[src/rtl/rnmi_pkg.sv]
package rnmi_pkg;
  localparam logic [11:0] ADR_SCRATCH = 12'h740;
  localparam logic [11:0] ADR_EPC     = 12'h741;
  localparam logic [11:0] ADR_CAUSE   = 12'h742;
  localparam logic [11:0] ADR_STATUS  = 12'h744;

  localparam logic [1:0] PRIV_U = 2'b00;
  localparam logic [1:0] PRIV_M = 2'b11;

  localparam int PP_LSB = 11;
  localparam int IE_BIT = 3;

  function automatic logic [1:0] legal_priv(input logic [1:0] p);
    return (p == PRIV_U) ? PRIV_U : PRIV_M;
  endfunction
endpackage

[src/rtl/rnmi_word_reg.sv]
module rnmi_word_reg #(
  parameter int          W     = 32,
  parameter logic [W-1:0] WMASK = '1
) (
  input  logic         clk,
  input  logic         rst,
  input  logic         sw_we,
  input  logic [W-1:0] sw_data,
  input  logic         hw_we,
  input  logic [W-1:0] hw_data,
  output logic [W-1:0] q
);
  always_ff @(posedge clk) begin
    if (rst) begin
      q <= '0;
    end else if (hw_we) begin
      q <= hw_data;
    end else if (sw_we) begin
      q <= (q & ~WMASK) | (sw_data & WMASK);
    end
  end
endmodule

[src/rtl/rnmi_status_reg.sv]
module rnmi_status_reg
  import rnmi_pkg::*;
(
  input  logic       clk,
  input  logic       rst,
  input  logic       sw_we,
  input  logic [1:0] sw_pp,
  input  logic       sw_ie,
  input  logic       take,
  input  logic [1:0] take_priv,
  input  logic       ret,
  output logic [1:0] pp,
  output logic       ie
);
  always_ff @(posedge clk) begin
    if (rst) begin
      pp <= PRIV_M;
      ie <= 1'b0;
    end else if (take) begin
      pp <= legal_priv(take_priv);
      ie <= 1'b0;
    end else if (ret) begin
      ie <= 1'b1;
    end else if (sw_we) begin
      pp <= legal_priv(sw_pp);
      ie <= sw_ie;
    end
  end
endmodule

[src/rtl/rnmi_rdmux.sv]
module rnmi_rdmux
  import rnmi_pkg::*;
#(
  parameter int W      = 32,
  parameter int ADDR_W = 12
) (
  input  logic [ADDR_W-1:0] addr,
  input  logic [W-1:0]      scratch,
  input  logic [W-1:0]      epc,
  input  logic [W-1:0]      cause,
  input  logic [W-1:0]      status,
  output logic [W-1:0]      rdata
);
  always_comb begin
    case (addr)
      ADDR_W'(ADR_SCRATCH): rdata = scratch;
      ADDR_W'(ADR_EPC):     rdata = epc;
      ADDR_W'(ADR_CAUSE):   rdata = cause;
      ADDR_W'(ADR_STATUS):  rdata = status;
      default:              rdata = '0;
    endcase
  end
endmodule

[src/rtl/rnmi_csr_unit.sv]
module rnmi_csr_unit
  import rnmi_pkg::*;
#(
  parameter int DATA_W          = 32,
  parameter int ADDR_W          = 12,
  parameter bit CAUSE_SUPPORTED = 1'b1
) (
  input  logic              clk,
  input  logic              rst,
  input  logic [ADDR_W-1:0] csr_addr,
  input  logic              csr_we,
  input  logic [DATA_W-1:0] csr_wdata,
  output logic [DATA_W-1:0] csr_rdata,
  input  logic              nmi_take,
  input  logic [DATA_W-1:0] nmi_pc,
  input  logic [DATA_W-2:0] nmi_cause,
  input  logic              nmi_is_irq,
  input  logic [1:0]        cur_priv,
  input  logic              mnret,
  output logic [DATA_W-1:0] resume_pc,
  output logic [1:0]        resume_priv,
  output logic              nmie_out
);
  localparam logic [DATA_W-1:0] SCR_MASK = {DATA_W{1'b1}};
  localparam logic [DATA_W-1:0] EPC_MASK = {{(DATA_W-1){1'b1}}, 1'b0};
  localparam logic [DATA_W-1:0] CAU_MASK =
    CAUSE_SUPPORTED ? {1'b0, {(DATA_W-1){1'b1}}} : {DATA_W{1'b0}};

  logic we_scr, we_epc, we_cau, we_sts;
  assign we_scr = csr_we && (csr_addr == ADDR_W'(ADR_SCRATCH));
  assign we_epc = csr_we && (csr_addr == ADDR_W'(ADR_EPC));
  assign we_cau = csr_we && (csr_addr == ADDR_W'(ADR_CAUSE));
  assign we_sts = csr_we && (csr_addr == ADDR_W'(ADR_STATUS));

  logic [DATA_W-1:0] scr_q, epc_q, cau_q, sts_word, cau_hw;
  logic [1:0]        pp_q;
  logic              ie_q;

  generate
    if (CAUSE_SUPPORTED) begin : g_cause_full
      assign cau_hw = {nmi_is_irq, nmi_cause};
    end else begin : g_cause_flag
      logic unused_cause;
      assign unused_cause = ^nmi_cause;
      assign cau_hw = {nmi_is_irq, {(DATA_W-1){1'b0}}};
    end
  endgenerate

  rnmi_word_reg #(.W(DATA_W), .WMASK(SCR_MASK)) u_scratch (
    .clk(clk), .rst(rst), .sw_we(we_scr), .sw_data(csr_wdata),
    .hw_we(1'b0), .hw_data({DATA_W{1'b0}}), .q(scr_q));

  rnmi_word_reg #(.W(DATA_W), .WMASK(EPC_MASK)) u_epc (
    .clk(clk), .rst(rst), .sw_we(we_epc), .sw_data(csr_wdata),
    .hw_we(nmi_take), .hw_data(nmi_pc & EPC_MASK), .q(epc_q));

  rnmi_word_reg #(.W(DATA_W), .WMASK(CAU_MASK)) u_cause (
    .clk(clk), .rst(rst), .sw_we(we_cau), .sw_data(csr_wdata),
    .hw_we(nmi_take), .hw_data(cau_hw), .q(cau_q));

  rnmi_status_reg u_status (
    .clk(clk), .rst(rst), .sw_we(we_sts),
    .sw_pp(csr_wdata[PP_LSB +: 2]), .sw_ie(csr_wdata[IE_BIT]),
    .take(nmi_take), .take_priv(cur_priv), .ret(mnret),
    .pp(pp_q), .ie(ie_q));

  always_comb begin
    sts_word               = '0;
    sts_word[PP_LSB +: 2]  = pp_q;
    sts_word[IE_BIT]       = ie_q;
  end

  rnmi_rdmux #(.W(DATA_W), .ADDR_W(ADDR_W)) u_rd (
    .addr(csr_addr), .scratch(scr_q), .epc(epc_q), .cause(cau_q),
    .status(sts_word), .rdata(csr_rdata));

  assign resume_pc   = epc_q;
  assign resume_priv = pp_q;
  assign nmie_out    = ie_q;
endmodule

[config.mk]
export PLATFORM = sky130hd
export DESIGN_NAME = rnmi_csr_unit
export DESIGN_NICKNAME = d
export VERILOG_FILES = /design/src/rtl/rnmi_pkg.sv /design/src/rtl/rnmi_word_reg.sv /design/src/rtl/rnmi_status_reg.sv /design/src/rtl/rnmi_rdmux.sv /design/src/rtl/rnmi_csr_unit.sv
export SDC_FILE = /design/constraint.sdc
export NUM_CORES = 1
export LEC_CHECK = 0
export BUFFER_PORTS_ARGS = -buffer_cell sky130_fd_sc_hd__buf_2
export CAP_MARGIN = 20
export CORE_MARGIN = 2
export CORE_UTILIZATION = 40
export DETAILED_ROUTE_END_ITERATION = 10
export HOLD_SLACK_MARGIN = 0.1
export MAX_ROUTING_LAYER = met4
export PLACE_DENSITY = 0.66
export SYNTH_ARGS = -nofsm -noshare
export SYNTH_HDL_FRONTEND = slang
export SYNTH_HIERARCHICAL = 1
export SYNTH_SLANG_ARGS = --single-unit
[constraint.sdc]
create_clock -name clk -period 1.6 [get_ports clk]
set_clock_uncertainty 0.05 [all_clocks]
set_input_delay 0.08 -clock clk [delete_from_list [all_inputs] [get_ports clk]]
set_output_delay 0.08 -clock clk [all_outputs]
set_load 0.1 [all_outputs]
==> impl_metrics.yaml <==
routing:
  viasPerCell: 5.34
  drtIter0Drc: 330
  routed_wl_um: 22900
  vias: 6543
  firstDrtPassIters: 5
  ant_nets: 0
  wire_per_inst_um: 18.7
  drc: 0
setup_path:
  start_kind: "primary input"
  cp_cell_sequence: "buf_8 -> nor4b_4 -> buf_12 -> buf_12 -> nand2b_4 -> clkbuf_16 -> o221ai_4 -> buf_12"
  slowest_delay_ns: 0.32
  cp-end-kind: "output pin"
  critical_path_class: "in2out"
  cp.arrival_ns: 1.55
  required_ns: 1.47
  cp_slowest_cell: "nor4b_4"
  cpMostUsedCell: "buf_12"
  cp_max_fo: 8
clock_tree:
  cts_tree: "done"
  cts_root_buffer: "clkbuf_16"
  path_clk_slew_ns: 0.07
  htree_num_levels: 3
  numCtsBuffers: 9
  clk_latency_ns: 0.36
  clockBufferDepth: 2
  cts.sinks: 98
global_routing:
  grt_antenna_before_repair: 1
  grt_use_total: 0.263
  grt_pass1_vias: 6624
  grt_max_degree: 55
  grt-ovfl-total: 0
  grt_pass1_wl_um: 35900
status:
  violations: "setup timing"
  outcome: "finished, violations left"
yosys:
  syn_avg_cell_area_um2: 10.1
  ys.flop_type: "dfxtp_1"
  synth_edf_count: 0
  yosys_warnings: 6
  synth_seq_area_share: 0.297
  synth_seq_cells: 98
  synth_area_um2: 6600
  synth_cell_types: 34
  synth-async-reset-ratio: 0
  synthCells: 656
timing:
  finalSetupViolCount: 33
  setup_slack_ns: -0.0763
  min_period_ns: 1.68
  fmax_mhz: 597
  slew_violations: 0
  fin_crit_sh: 1.05
  finalHoldViolCount: 0
  rsz0062_at_grt: "true"
floorplan:
  rows: 46
  initial_utilization: 0.413
  pin_count: 182
  core_um2: 16000
  die_height_um: 132
  dieArea_um2: 17500
  die_x_um: 132
place:
  dp_hpwl_um: 14800
  port_buffers: 180
  gp_congestion: 0.802
  dp.cells: 1094
  placed_cell_area_um2: 8990
finish:
  nNetsFinal: 1118
  instances_no_fill: 1225
  final_area_um2: 10600
  area_growth_pct: 60.2
  drive_gt1_frac: 0.343
  fin_util: 0.661
pwr:
  p_leak_nw: 4.01
  power_density_nw_per_um2: 620
  total_power_mw: 6.56
  vdd_ir_drop_max_uv: 596
min_path:
  hp-class: "in2reg"
job:
  max_cap_viol_count: 0
-- synth_stat cells, types with 2 or more instances --
| cell type | instances | area share |
|---|---|---|
| mux2i_1 | 128 | 0.19 |
| dfxtp_1 | 98 | 0.30 |
| a211oi_1 | 95 | 0.11 |
| nor2b_1 | 95 | 0.090 |
| clkbuf_1 | 40 | 0.023 |
| nand4_1 | 32 | 0.030 |
| nand4b_1 | 32 | 0.042 |
| nor4bb_1 | 32 | 0.049 |
| o221ai_2 | 31 | 0.070 |
| buf_2 | 14 | 0.011 |
| buf_12 | 9 | 0.027 |
| buf_6 | 7 | 0.012 |
| nor2_1 | 6 | 0.0034 |
| buf_1 | 5 | 0.0028 |
| buf_4 | 5 | 0.0057 |
| nand2b_1 | 4 | 0.0038 |
| inv_1 | 3 | 0.0017 |
| nor4_1 | 3 | 0.0028 |
| or3b_2 | 2 | 0.0027 |
-- worst paths after layout --
path | start | endpoint | slack [ns] | cells after the start
max reg2reg | u_cause/q[31] | u_cause/q[31] | 0.36 | 3
min | cur_priv[0] | u_status/pp[0] | 0.15 | 4
min reg2reg | u_epc/q[0] | u_epc/q[0] | 0.46 | 2
max | csr_addr[3] | csr_rdata[14] | -0.08 | 8
-- cells in the final DEF, fill, tap and decap left out, types with 2 or more instances in the layout --
master / instances
buf_4: 46
buf_12: 44
inv_1: 3
nor2_1: 6
nor4bb_1: 31
clkbuf_8: 2
mux2i_1: 127
nand4b_1: 32
dfxtp_1: 64
o221ai_4: 31
clkbuf_16: 12
nor4_4: 3
buf_6: 12
buf_2: 143
dfxtp_4: 13
dfxtp_2: 21
dlygate4sd3_1: 98
a211oi_1: 95
nor4b_4: 2
conb_1: 68
nand2b_1: 4
clkinv_2: 2
nand4_1: 32
nor2b_1: 95
-- sequential cells by signal, indices dropped and copies added, names as in the netlist --
signal       flops
u_epc/q         32
u_status/pp      1
u_cause/q       32
u_status/ie      1
u_scratch/q     32
-- report_power, final --
group | total [mW] | internal (mW) | switching (mW)
Combinational | 1.72 | 0.670 | 1.05
Clock | 2.11 | 1.14 | 0.970
Sequential | 2.72 | 2.61 | 0.112
-- metal layers --
layer / vias up / global-route usage / routed length [µm]
met5: - / - / 0
met4: 0 / 0.0759 / 406
met3: 39 / 0.0368 / 1040
met2: 196 / 0.440 / 11300
met1: 3120 / 0.330 / 10200
li1: 3188 / - / -
-- cell families after synthesis --
kind of cell / share of synthesized area
other: 0.000568
buffers and inverters: 0.0828
AOI/OAI and AO/OA: 0.183
DFF: 0.297
muxes: 0.194
and+or+nand+nor: 0.242
-- worst max-delay path: cells and delay by family --
kind / cells / cell delay (ns)
buffers and inverters: 5 / 0.79
AO/OA/AOI/OAI: 1 / 0.23
AND/OR/NAND/NOR: 2 / 0.44
-- cell type report --
type                       count  area, µm²
fill                        1280       5430
multi-input combinational    542       4780
timing repair buffer         349       3190
sequential                    98       2040
tap                          216        270
clock buffer                  12        256
clock inverter                 4       25.0
inverter                       3       11.3
antenna                        1       2.50
-- what timing repair did --
item | CTS | global route
setup buffers | 6 | 6
hold buffers | 98 | 0
endpoints found under the hold margin | 97 | 0
setup endpoints to repair | 32 | 66
gates cloned | 2 | 5
pin swaps | 6 | 8
resized for setup | 10 | 14
-- per-stage QoR --
stage	TNS [ns]	setup WS, ns	hold slack, ns
after floorplan	-4.85	-0.136	0.0930
after global placement	-25.25	-0.289	0.270
after detailed placement	-28.33	-0.311	0.285
after CTS	-0.525	-0.0680	0.132
after global routing	-3.17	-0.114	0.140
final	-1.17	-0.0763	0.148
(Power assumes the default switching activity.)
